===== src/rtl/epo_csr_pkg.sv =====
// Package: bit positions and shared sizes for the OUT endpoint status word.
// Assumes a 32-bit CPU data path.
package epo_csr_pkg;
    localparam int CSR_W    = 32;
    localparam int B_SVC    = 0;  // one or more complete packets held
    localparam int B_DONE   = 1;  // packet complete, write 1 to clear
    localparam int B_SSENT  = 4;  // stall sent, write 1 to clear
    localparam int B_FSTALL = 5;  // force stall, read/write
    localparam int B_NEMPTY = 6;  // any byte held
    localparam int B_SHORT  = 7;  // short packet held
endpackage


===== src/rtl/epo_occ_cnt.sv =====
// Up/down occupancy counter for FIFO bytes.
// Assumes the caller never pushes into a full FIFO or pops an empty one;
// such requests are dropped so the count stays in range.
module epo_occ_cnt #(
    parameter int MAX   = 128,
    localparam int CW   = $clog2(MAX + 1)
) (
    input  logic          clk,
    input  logic          rst_n,
    input  logic          inc,
    input  logic          dec,
    output logic [CW-1:0] count
);
    logic inc_ok, dec_ok;

    // Qualify requests against the range limits.
    always_comb begin
        inc_ok = inc && (count != CW'(MAX));
        dec_ok = dec && (count != '0);
    end

    // Apply the net change once per cycle.
    always_ff @(posedge clk) begin
        if (!rst_n)
            count <= '0;
        else if (inc_ok && !dec_ok)
            count <= count + 1'b1;
        else if (dec_ok && !inc_ok)
            count <= count - 1'b1;
    end
endmodule


===== src/rtl/epo_pkt_track.sv =====
// Tracks the complete packets held in the receive FIFO, oldest first,
// each with a tag saying whether it was short. Drains remove the oldest.
// Assumes at most DEPTH packets are held; completions beyond that are dropped.
module epo_pkt_track #(
    parameter int DEPTH = 2,
    localparam int CW   = $clog2(DEPTH + 1)
) (
    input  logic          clk,
    input  logic          rst_n,
    input  logic          done,
    input  logic          is_short,
    input  logic          drain,
    output logic [CW-1:0] count,
    output logic          any_short
);
    logic [DEPTH-1:0] tag;
    logic             drain_ok;
    logic [CW-1:0]    wr_idx;
    logic             done_ok;

    // Work out the slot the next completion lands in.
    always_comb begin
        drain_ok = drain && (count != '0);
        wr_idx   = count - CW'(drain_ok);
        done_ok  = done && (wr_idx < CW'(DEPTH));
    end

    // Shift the tags on a drain, then append the new tag on a completion.
    always_ff @(posedge clk) begin
        if (!rst_n) begin
            tag   <= '0;
            count <= '0;
        end else begin
            if (drain_ok) begin
                for (int i = 0; i < DEPTH - 1; i++)
                    tag[i] <= tag[i+1];
                tag[DEPTH-1] <= 1'b0;
            end
            if (done_ok)
                tag[wr_idx] <= is_short;
            count <= count + CW'(done_ok) - CW'(drain_ok);
        end
    end

    // Slots above the count always hold 0, so an OR covers the held packets.
    always_comb any_short = |tag;
endmodule


===== src/rtl/epo_evt_bits.sv =====
// Sticky event bits with write-1-to-clear, plus the read/write stall control.
// Assumes the hardware set pulses are one cycle wide; a set beats a clear.
module epo_evt_bits #(
    parameter int NEVT = 2
) (
    input  logic            clk,
    input  logic            rst_n,
    input  logic [NEVT-1:0] set,
    input  logic            wr_en,
    input  logic [NEVT-1:0] clr_bits,
    input  logic            stall_wdata,
    output logic [NEVT-1:0] evt,
    output logic            stall
);
    // One sticky flop per event, set dominant.
    for (genvar g = 0; g < NEVT; g++) begin : g_evt
        always_ff @(posedge clk) begin
            if (!rst_n)
                evt[g] <= 1'b0;
            else if (set[g])
                evt[g] <= 1'b1;
            else if (wr_en && clr_bits[g])
                evt[g] <= 1'b0;
        end
    end

    // Stall control follows every write.
    always_ff @(posedge clk) begin
        if (!rst_n)
            stall <= 1'b0;
        else if (wr_en)
            stall <= stall_wdata;
    end
endmodule


===== src/rtl/epo_csr.sv =====
// OUT endpoint control/status register. Combines byte occupancy, packet
// tracking and the sticky/control bits into one read word.
// Assumes single-cycle event pulses from the engine and the CPU, and
// that the engine reports drains in the order packets arrived.
module epo_csr
    import epo_csr_pkg::*;
#(
    parameter int FIFO_BYTES = 128,
    parameter int PKT_DEPTH  = 2
) (
    input  logic             clk,
    input  logic             rst_n,
    input  logic             csr_wr_en,
    input  logic [CSR_W-1:0] csr_wdata,
    output logic [CSR_W-1:0] csr_rdata,
    input  logic             rx_byte_push,
    input  logic             rx_byte_pop,
    input  logic             rx_pkt_done,
    input  logic             rx_pkt_short,
    input  logic             rx_pkt_drained,
    input  logic             stall_sent,
    output logic             force_stall
);
    localparam int BCW = $clog2(FIFO_BYTES + 1);
    localparam int PCW = $clog2(PKT_DEPTH + 1);

    logic [BCW-1:0] byte_cnt;
    logic [PCW-1:0] pkt_cnt;
    logic           short_held;
    logic [1:0]     evt;      // [1] sent stall, [0] packet complete
    logic           fstall;

    epo_occ_cnt #(.MAX(FIFO_BYTES)) u_bytes (
        .clk   (clk),
        .rst_n (rst_n),
        .inc   (rx_byte_push),
        .dec   (rx_byte_pop),
        .count (byte_cnt)
    );

    epo_pkt_track #(.DEPTH(PKT_DEPTH)) u_pkts (
        .clk       (clk),
        .rst_n     (rst_n),
        .done      (rx_pkt_done),
        .is_short  (rx_pkt_short),
        .drain     (rx_pkt_drained),
        .count     (pkt_cnt),
        .any_short (short_held)
    );

    epo_evt_bits #(.NEVT(2)) u_evt (
        .clk         (clk),
        .rst_n       (rst_n),
        .set         ({stall_sent, rx_pkt_done}),
        .wr_en       (csr_wr_en),
        .clr_bits    ({csr_wdata[B_SSENT], csr_wdata[B_DONE]}),
        .stall_wdata (csr_wdata[B_FSTALL]),
        .evt         (evt),
        .stall       (fstall)
    );

    // Assemble the read word; unlisted bits stay zero.
    always_comb begin
        csr_rdata           = '0;
        csr_rdata[B_SVC]    = (pkt_cnt != '0);
        csr_rdata[B_DONE]   = evt[0];
        csr_rdata[B_SSENT]  = evt[1];
        csr_rdata[B_FSTALL] = fstall;
        csr_rdata[B_NEMPTY] = (byte_cnt != '0);
        csr_rdata[B_SHORT]  = short_held;
        force_stall         = fstall;
    end
endmodule


===== config.mk =====
export PLATFORM = sky130hd
export DESIGN_NAME = epo_csr
export DESIGN_NICKNAME = d
export VERILOG_FILES = /design/src/rtl/epo_csr_pkg.sv /design/src/rtl/epo_occ_cnt.sv /design/src/rtl/epo_pkt_track.sv /design/src/rtl/epo_evt_bits.sv /design/src/rtl/epo_csr.sv
export SDC_FILE = /design/constraint.sdc
export NUM_CORES = 1
export LEC_CHECK = 0
export BUFFER_PORTS_ARGS = -buffer_cell sky130_fd_sc_hd__buf_4
export CAP_MARGIN = 30
export CORE_UTILIZATION = 40
export CTS_CLUSTER_DIAMETER = 60
export CTS_CLUSTER_SIZE = 8
export DETAILED_ROUTE_END_ITERATION = 8
export MAX_ROUTING_LAYER = met4
export PLACE_DENSITY_LB_ADDON = 0.3
export SYNTH_ARGS = -nofsm -noshare
export SYNTH_HDL_FRONTEND = slang
export SYNTH_SLANG_ARGS = --single-unit

===== constraint.sdc =====
create_clock -name clk -period 8.5 [get_ports clk]
set_input_delay 2.55 -clock clk [delete_from_list [all_inputs] [get_ports clk]]
set_output_delay 2.55 -clock clk [all_outputs]
set_load 0.05 [all_outputs]

==> qor.csv, run 1 <==
stage,metric,value,unit
placement,post-placement cell count,186,
synthesis,Cells after Synth,144,
synthesis,syn avg cell area,8.29,µm²
synthesis,"area leader, netlist",dfxtp_1,
worst_hold_path,HP Start,u_pkts.tag[1]$_SDFF_PN0_,
layout,# diodes,0,
layout,share of cells above drive strength 1,17.6,%
placement,IO buf count,18,
clock_network,clk buf depth,2,
routing,routed via count,919,
sta,RSZ-0062 raised after global routing,false,
routing,"antenna viol nets, final",0,
die,row cnt,19,
routing,DR pass1 iterations,4,
die,initial core utilization,42.9,%
clock_network,number of H-tree levels,1,
synthesis,Syn Std Cell Area,1190,µm²
die,core area,2780,µm²
clock_network,CTS buffer count,3,
worst_setup_path,worst reg2reg startpoint,u_bytes.count[0]$_SDFFE_PN0P_,
power_and_ir_drop,leakage power,0.635,nW
sta,"Setup violations, final",0,
global_route,vias in the first global route,800,
die,die width,56.6,µm
routing,number of remaining DRC errors,0,
global_route,GR Util All Layers,13.5,%
worst_hold_path,Min-Delay Path Class,flip-flop to flip-flop,
synthesis,share of synthesized registers carrying an async set or reset,0,%
die,IO Pins,74,
synthesis,Post-synth EDFFs,0,
synthesis,Area contributors post-synth,"dfxtp_1 (25%), buf_4 (18%), ha_1 (9.4%), nand2_1 (3.8%), a21oi_1 (3.4%)",
sta,endpoints failing hold,0,
clock_network,CTS tree,built,
routing,Routed WL,1940,µm
worst_setup_path,FF-to-FF path depth,12,
global_route,pin count of the biggest net entering global routing,21,
worst_setup_path,Worst EP arrival,2.01,ns
layout,"commonest non-fill, non-tap cell in the layout",conb_1,
layout,highest-count cells in the layout ignoring fill and taps,"conb_1 (26), buf_4 (18), dfxtp_1 (15)",
clock_network,Clock Sinks,15,
sta,total negative slack,0,ns
sta,Slew Limit Fails,0,
worst_hold_path,worst hold path endpoint,u_pkts.tag[1]$_SDFF_PN0_,
placement,DP Worst Slack,3.84,ns
worst_setup_path,critical path's slowest cell,or4_1,
synthesis,Synth top area share,25.2,%
power_and_ir_drop,cell area power density,355,nW/µm²
placement,hpwl dp,1510,µm
sta,actual slew at the worst max-slew pin,0.518,ns
synthesis,"FF+latch count, synth",15,
synthesis,register area share after synthesis,25.2,%
clock_network,Worst-Skew Late Latency,0.31,ns
clock_network,number of setup buffers added after CTS,0,
worst_setup_path,CP Class,flip-flop to primary output,
routing,metal1 wirelength,828,µm
global_route,first-pass GRT wire length,3310,µm
synthesis,ys flop type,dfxtp_1,
routing,top layer in use,met4,
layout,Final Cell Area,1270,µm²
die,die height,56.6,µm
sta,Worst Skew,0.0158,ns
placement,gpl congestion,0.810,
clock_network,post-CTS sizing,0,
power_and_ir_drop,maximum vdd drop,0.187,mV
global_route,initial antenna violation count,0,
synthesis,post-synth cell types,38,
sta,Slew headroom,65.4,%
routing,DR WL/cell,10.2,µm
clock_network,cts hold-fix bufs,0,
global_route,GRT overflow,0,
worst_setup_path,Required @ worst endpoint,5.95,ns
routing,wire length on met2,947,µm
layout,synth-to-layout area growth,6.08,%
worst_setup_path,"reg-to-reg slack, setup",5.01,ns
worst_setup_path,crit path buf inv count,1,
placement,Placed Area,1240,µm²
sta,fin worst setup slack,3.94,ns
run,Max Cap Violations,0,
worst_hold_path,Worst Hold Depth,2,
clock_network,Root Driver,clkbuf_4,
sta,"Min Clock Period, post-route",4.56,ns
worst_setup_path,worst-path fanout max,5,
clock_network,"Clk pin slew, worst setup/hold paths",0.10,ns
worst_setup_path,CP max stage delay,0.53,ns
run_status,outcome,"complete, no violations",
die,die area,3210,µm²
routing,Vias/cell,4.84,
sta,Final period util,53.7,%
routing,DRT iter0 DRCs,18,
worst_setup_path,Crit. End Element,primary output,
sta,Max Clk Rate,219,MHz
worst_setup_path,r2r endpoint,u_bytes.count[5]$_SDFFE_PN0P_,
layout,Post-Layout Cell Count,190,
routing,Met3 Routed Length,135,µm
worst_setup_path,most numerous cell on the critical path,or4_1,
layout,Final #Nets,211,
worst_setup_path,"delay-heaviest family, CP",simple AND/OR/NAND/NOR gates,
worst_setup_path,CP Cell Sequence,or4_1 -> or4_1 -> nand2b_4 -> buf_4,
worst_setup_path,Worst setup SP type,flip-flop,
synthesis,Synth warnings,0,
==> synthesized netlist by cell type, drive strengths merged, types with 2 or more instances <==
cell type / instances
or4: 2
inv: 6
a2bb2oi: 2
o211ai: 2
a21o: 2
clkbuf: 4
nand3: 6
and2: 6
or2: 2
xor2: 2
xnor2: 4
nor3: 3
nor2b: 4
nor2: 3
mux2i: 4
buf: 28
nand2: 13
dfxtp: 15
ha: 9
a21oi: 8
o21ai: 4
==> worst register-to-register path, delay by kind of cell, from the launching register on <==
| family | cells | cell delay [ns] |
|---|---|---|
| AO/OA/AOI/OAI | 3 | 0.38 |
| adder cells (fa/ha/maj) | 2 | 0.61 |
| buffers and inverters | 1 | 0.18 |
| flip-flops | 1 | 0.38 |
| AND/OR/NAND/NOR | 6 | 1.90 |
==> layout make-up <==
cell class / count / area, µm²
sequential: 15 / 300
inverter: 6 / 22.5
tap: 31 / 38.8
clock buffer: 3 / 22.5
multi-input combinational: 116 / 739
clock inverter: 1 / 7.51
fill: 289 / 1520
timing repair buffer: 18 / 135
==> stage by stage <==
stage | power (W) | hold WS, ns | util (%)
2_1_floorplan | 0.000367 | 0.481 | -
3_3_place_gp | 0.000396 | 0.487 | 44.4
3_5_place_dp | 0.000407 | 0.510 | 44.4
4_1_cts | 0.000454 | 0.524 | 45.5
5_1_grt | 0.000494 | 0.547 | 45.5
6_report | 0.000450 | 0.524 | 45.5
==> state kept, by name (all words and copies together), names as in the netlist <==
| register | flops |
|---|---|
| u_bytes.count | 8 |
| u_evt.evt | 2 |
| u_pkts.count | 2 |
| u_pkts.tag | 2 |
| u_evt.stall | 1 |
==> power breakdown <==
part	total (W)	leakage, nW	internal [W]	switching (W)
combinational	0.000296	0.497	0.000122	0.000174
clock	0.0000463	0.0139	0.0000180	0.0000283
sequential	0.000108	0.124	0.0000918	0.0000159
==> how the worst max path moves through the flow <==
| stage | depth (start not counted) | start | slack (ns) | endpoint |
|---|---|---|---|---|
| 4_1_cts | 4 | u_bytes.count[0]$_SDFFE_PN0P_ | 3.92 | csr_rdata[6] |
| 3_3_place_gp | 10 | rx_byte_push | 3.91 | u_bytes.count[5]$_SDFFE_PN0P_ |
| 6_report | 4 | u_bytes.count[0]$_SDFFE_PN0P_ | 3.94 | csr_rdata[6] |
| 3_5_place_dp | 10 | rx_byte_push | 3.84 | u_bytes.count[5]$_SDFFE_PN0P_ |
| 2_1_floorplan | 9 | rx_byte_push | 4.14 | u_bytes.count[5]$_SDFFE_PN0P_ |
| 5_1_grt | 4 | u_bytes.count[0]$_SDFFE_PN0P_ | 3.86 | csr_rdata[6] |
==> kinds of logic after synthesis <==
group                      synth area share [%]
muxes                                      3.35
AOI/OAI and AO/OA                          13.0
adders and majority gates                  11.1
xor gates and xnor gates                   4.40
buffers and inverters                      20.8
and+or+nand+nor                            21.9
DFF                                        25.2
other                                     0.314
==> per-layer routing <==
metal	GRT usage, %	up-vias
met3	2.76	3
met4	6.27	0
met2	22.0	31
met1	15.9	417
li1	-	468
met5	-	-
(Power assumes the default switching activity.)
==> inputs of run 2 (changes only) <==
--- a/config.mk
+++ b/config.mk
@@ -5,9 +5,10 @@
 export SDC_FILE = /design/constraint.sdc
 export NUM_CORES = 1
 export LEC_CHECK = 0
+export ABC_AREA = 1
 export BUFFER_PORTS_ARGS = -buffer_cell sky130_fd_sc_hd__buf_4
 export CAP_MARGIN = 30
-export CORE_UTILIZATION = 40
+export CORE_UTILIZATION = 39
 export CTS_CLUSTER_DIAMETER = 60
 export CTS_CLUSTER_SIZE = 8
 export DETAILED_ROUTE_END_ITERATION = 8
==> constraint.sdc (replaced) <==
create_clock -name clk -period 3.95 [get_ports clk]
set_input_delay 1.185 -clock clk [delete_from_list [all_inputs] [get_ports clk]]
set_output_delay 1.185 -clock clk [all_outputs]
set_load 0.05 [all_outputs]
==> qor.csv, run 2 <==
stage,metric,value,unit,change
worst_setup_path,Crit. End Element,flip-flop,,
die,die height,57.8,µm,+2.1%
power_and_ir_drop,cell area power density,770,nW/µm²,+120%
synthesis,Synth top area share,24.7,%,-0.47 points
synthesis,syn avg cell area,6.91,µm²,-17%
power_and_ir_drop,maximum vdd drop,0.390,mV,+110%
layout,synth-to-layout area growth,6.58,%,
synthesis,Area contributors post-synth,"dfxtp_1 (25%), buf_4 (17%), nand2_1 (10%), ha_1 (9.3%), inv_1 (6.5%)",,
worst_setup_path,Crit. Startpoint,rx_byte_push,,
worst_hold_path,Min-Delay Path Class,flip-flop to flip-flop,,
die,row cnt,19,,unchanged
clock_network,Root Driver,clkbuf_4,,
sta,Slew Limit Fails,0,,unchanged
global_route,pin count of the biggest net entering global routing,12,,-43%
power_and_ir_drop,sw power,0.000527,W,+140%
clock_network,CTS buffer count,3,,unchanged
die,initial core utilization,42.6,%,-0.28 points
layout,Final #Nets,246,,+17%
run_status,outcome,"finished, violations left",,
power_and_ir_drop,leakage power,0.742,nW,+17%
synthesis,share of synthesized registers carrying an async set or reset,0,%,unchanged
power_and_ir_drop,sequential share of power,24.5,%,+0.6 points
routing,Routed WL,2020,µm,+3.8%
routing,DR WL/cell,8.96,µm,-12%
synthesis,post-synth cell types,26,,-32%
sta,Hold WS,0.472,ns,-0.0513 ns
layout,# diodes,0,,unchanged
run,Max Cap Violations,0,,unchanged
worst_setup_path,worst reg2reg startpoint,u_bytes.count[0]$_SDFFE_PN0P_,,
worst_setup_path,CP Class,primary input to flip-flop,,
global_route,GR Util All Layers,13.5,%,-0.034 points
routing,"antenna viol nets, final",0,,unchanged
worst_setup_path,Required @ worst endpoint,4.16,ns,-1.79 ns
synthesis,ys flop type,dfxtp_1,,
synthesis,"FF+latch count, synth",15,,unchanged
synthesis,top post-synthesis cells by count,"nand2_1 (34), buf_4 (28), inv_1 (21), dfxtp_1 (15), nor2_1 (15)",,
worst_setup_path,"reg-to-reg slack, setup",1.53,ns,-3.48 ns
layout,share of cells above drive strength 1,17.0,%,-0.60 points
sta,Worst Skew,0.0130,ns,-0.00282 ns
clock_network,number of setup buffers added after CTS,0,,unchanged
die,core area,2850,µm²,+2.6%
worst_setup_path,r2r endpoint,u_bytes.count[7]$_SDFFE_PN0P_,,
clock_network,CTS tree,built,,
sta,"Setup violations, final",0,,unchanged
routing,DRT iter0 DRCs,19,,+1
power_and_ir_drop,Sw Share,52.8,%,+4.3 points
routing,number of remaining DRC errors,5,,+5
layout,highest-count cells in the layout ignoring fill and taps,"nand2_1 (34), conb_1 (26), inv_1 (21)",,
power_and_ir_drop,Pint,0.000471,W,+100%
die,die area,3350,µm²,+4.3%
sta,endpoints failing hold,0,,unchanged
worst_setup_path,worst-path fanout max,7,,+2
power_and_ir_drop,Clk network pwr share,9.2,%,-1.1 points
clock_network,cts hold-fix bufs,0,,unchanged
die,die width,57.8,µm,+2.1%
sta,"Min Clock Period, post-route",2.61,ns,
worst_setup_path,Worst EP arrival,2.82,ns,+0.81 ns
placement,hpwl dp,1530,µm,+1.0%
global_route,GRT overflow,0,,unchanged
synthesis,Syn Std Cell Area,1220,µm²,+1.9%
die,IO Pins,74,,unchanged
synthesis,"area leader, netlist",dfxtp_1,,
layout,max FFs per register,8,,unchanged
clock_network,post-CTS sizing,0,,unchanged
global_route,first-pass GRT wire length,3370,µm,+1.7%
clock_network,Clock Sinks,15,,unchanged
synthesis,Cells after Synth,176,,+22%
worst_setup_path,Critical path destination,u_bytes.count[7]$_SDFFE_PN0P_,,
power_and_ir_drop,combinational fraction of design power,66.3,%,+0.5 points
sta,RSZ-0062 raised after global routing,false,,
worst_setup_path,FF-to-FF path depth,14,,+2
clock_network,number of H-tree levels,1,,unchanged
run_status,failing checks,design-rule violations,,
routing,Vias/cell,4.36,,-9.8%
clock_network,"Clk pin slew, worst setup/hold paths",0.10,ns,about the same
placement,IO buf count,18,,unchanged
sta,total negative slack,0,ns,unchanged
worst_setup_path,Worst setup SP type,primary input,,
global_route,vias in the first global route,808,,+1.0%
synthesis,Post-synth EDFFs,0,,unchanged
clock_network,Worst-Skew Late Latency,0.29,ns,-0.02 ns
routing,routed via count,982,,+6.9%
layout,register with the most flip-flops,u_bytes.count,,
synthesis,Synth warnings,0,,unchanged
global_route,initial antenna violation count,0,,unchanged
sta,Final period util,66.0,%,
layout,Fill cells,301,,+4.2%
placement,gpl congestion,0.826,,+1.9%
synthesis,register area share after synthesis,24.7,%,-0.47 points
clock_network,clk buf depth,2,,unchanged
routing,DR pass1 iterations,7,,+3
layout,"commonest non-fill, non-tap cell in the layout",nand2_1,,
sta,Max Clk Rate,384,MHz,
synthesis,top-count cell post-synth,nand2_1,,
run 2: cell count changes after synthesis, moves of 3 or more:
| cell | change |
|---|---|
| nand2_1 | +22 |
| inv_1 | +15 |
| nor2_1 | +12 |
| and2_1 | -6 |
| inv_2 | +5 |
| nand3_1 | +5 |
| clkbuf_1 | -4 |
| mux2i_1 | -4 |
| nor2b_1 | -4 |
| nand3b_1 | +3 |
| xnor2_1 | -3 |
run 2: cells by family after synthesis:
kind of cell / count (synthesis) / share of synthesized area, %
AOI/OAI and AO/OA: 18 / 8.23
xor gates and xnor gates: 5 / 3.60
adders and majority gates: 10 / 10.9
buffers and inverters: 55 / 25.7
DFF: 15 / 24.7
other: 1 / 0.308
and+or+nand+nor: 72 / 26.5
run 2: routing by layer:
metal / part of all wire, % / wire, µm / up-vias / track usage (%)
met1: 48 / 971 / 417 / 18.2
met5: 0 / 0 / - / -
met2: 45 / 898 / 27 / 19.9
met4: 0.35 / 7 / 0 / 2.04
li1: - / - / 536 / -
met3: 6.8 / 138 / 2 / 4.69
run 2: through the flow:
step / setup slack [ns] / cell area [µm²] / utilization [%] / cells / power [W]
floorplan: 1.29 / 1310 / - / 201 / 0.000821
global placement: 1.03 / 1270 / 44.5 / 221 / 0.000905
detailed placement: 1.02 / 1270 / 44.5 / 221 / 0.000910
CTS: 1.34 / 1300 / 45.4 / 225 / 0.00100
global route: 1.12 / 1300 / 45.4 / 225 / 0.00112
finish: 1.34 / 1300 / 45.4 / 225 / 0.000998
run 2: final cells by class:
cell class / count / area [µm²] / share of cell area (%)
Multi-Input combinational cell: 131 / 697 / 53.8
Clock inverter: 1 / 5.00 / 0.386
Inverter: 26 / 97.6 / 7.53
Sequential cell: 15 / 300 / 23.2
Tap cell: 31 / 38.8 / 2.99
Timing Repair Buffer: 18 / 135 / 10.4
Clock buffer: 3 / 22.5 / 1.74
run 2: worst max-delay path, cell delays in order:
cell,delay (ns)
buf_4,0.10
inv_1,0.04
a31oi_1,0.04
ha_1,0.24
inv_1,0.24
ha_1,0.32
or2_1,0.26
nand3_1,0.11
nand2_1,0.06
nand2_1,0.06
nand3_1,0.06
nand2_1,0.06
inv_1,0.03
run 2: worst min-delay path by stage:
stage | endpoint | cells after the start | from
2_1_floorplan | u_pkts.tag[1]$_SDFF_PN0_ | 2 | u_pkts.tag[1]$_SDFF_PN0_
4_1_cts | u_evt.evt[0]$_SDFFE_PN0P_ | 2 | u_evt.evt[0]$_SDFFE_PN0P_
5_1_grt | u_pkts.tag[1]$_SDFF_PN0_ | 2 | u_pkts.tag[1]$_SDFF_PN0_
6_report | u_evt.evt[0]$_SDFFE_PN0P_ | 2 | u_evt.evt[0]$_SDFFE_PN0P_
3_5_place_dp | u_evt.evt[0]$_SDFFE_PN0P_ | 2 | u_evt.evt[0]$_SDFFE_PN0P_
3_3_place_gp | u_evt.evt[0]$_SDFFE_PN0P_ | 2 | u_evt.evt[0]$_SDFFE_PN0P_
run 2: power groups by stage:
| stage | logic (W) | clock network (W) | registers (W) |
|---|---|---|---|
| 6_report | 0.000661 | 0.0000921 | 0.000244 |
| 5_1_grt | 0.000762 | 0.000106 | 0.000253 |
| 4_1_cts | 0.000665 | 0.0000960 | 0.000244 |
| 3_5_place_dp | 0.000663 | 0 | 0.000247 |
| 3_3_place_gp | 0.000657 | 0 | 0.000248 |
| 2_1_floorplan | 0.000575 | 0 | 0.000246 |
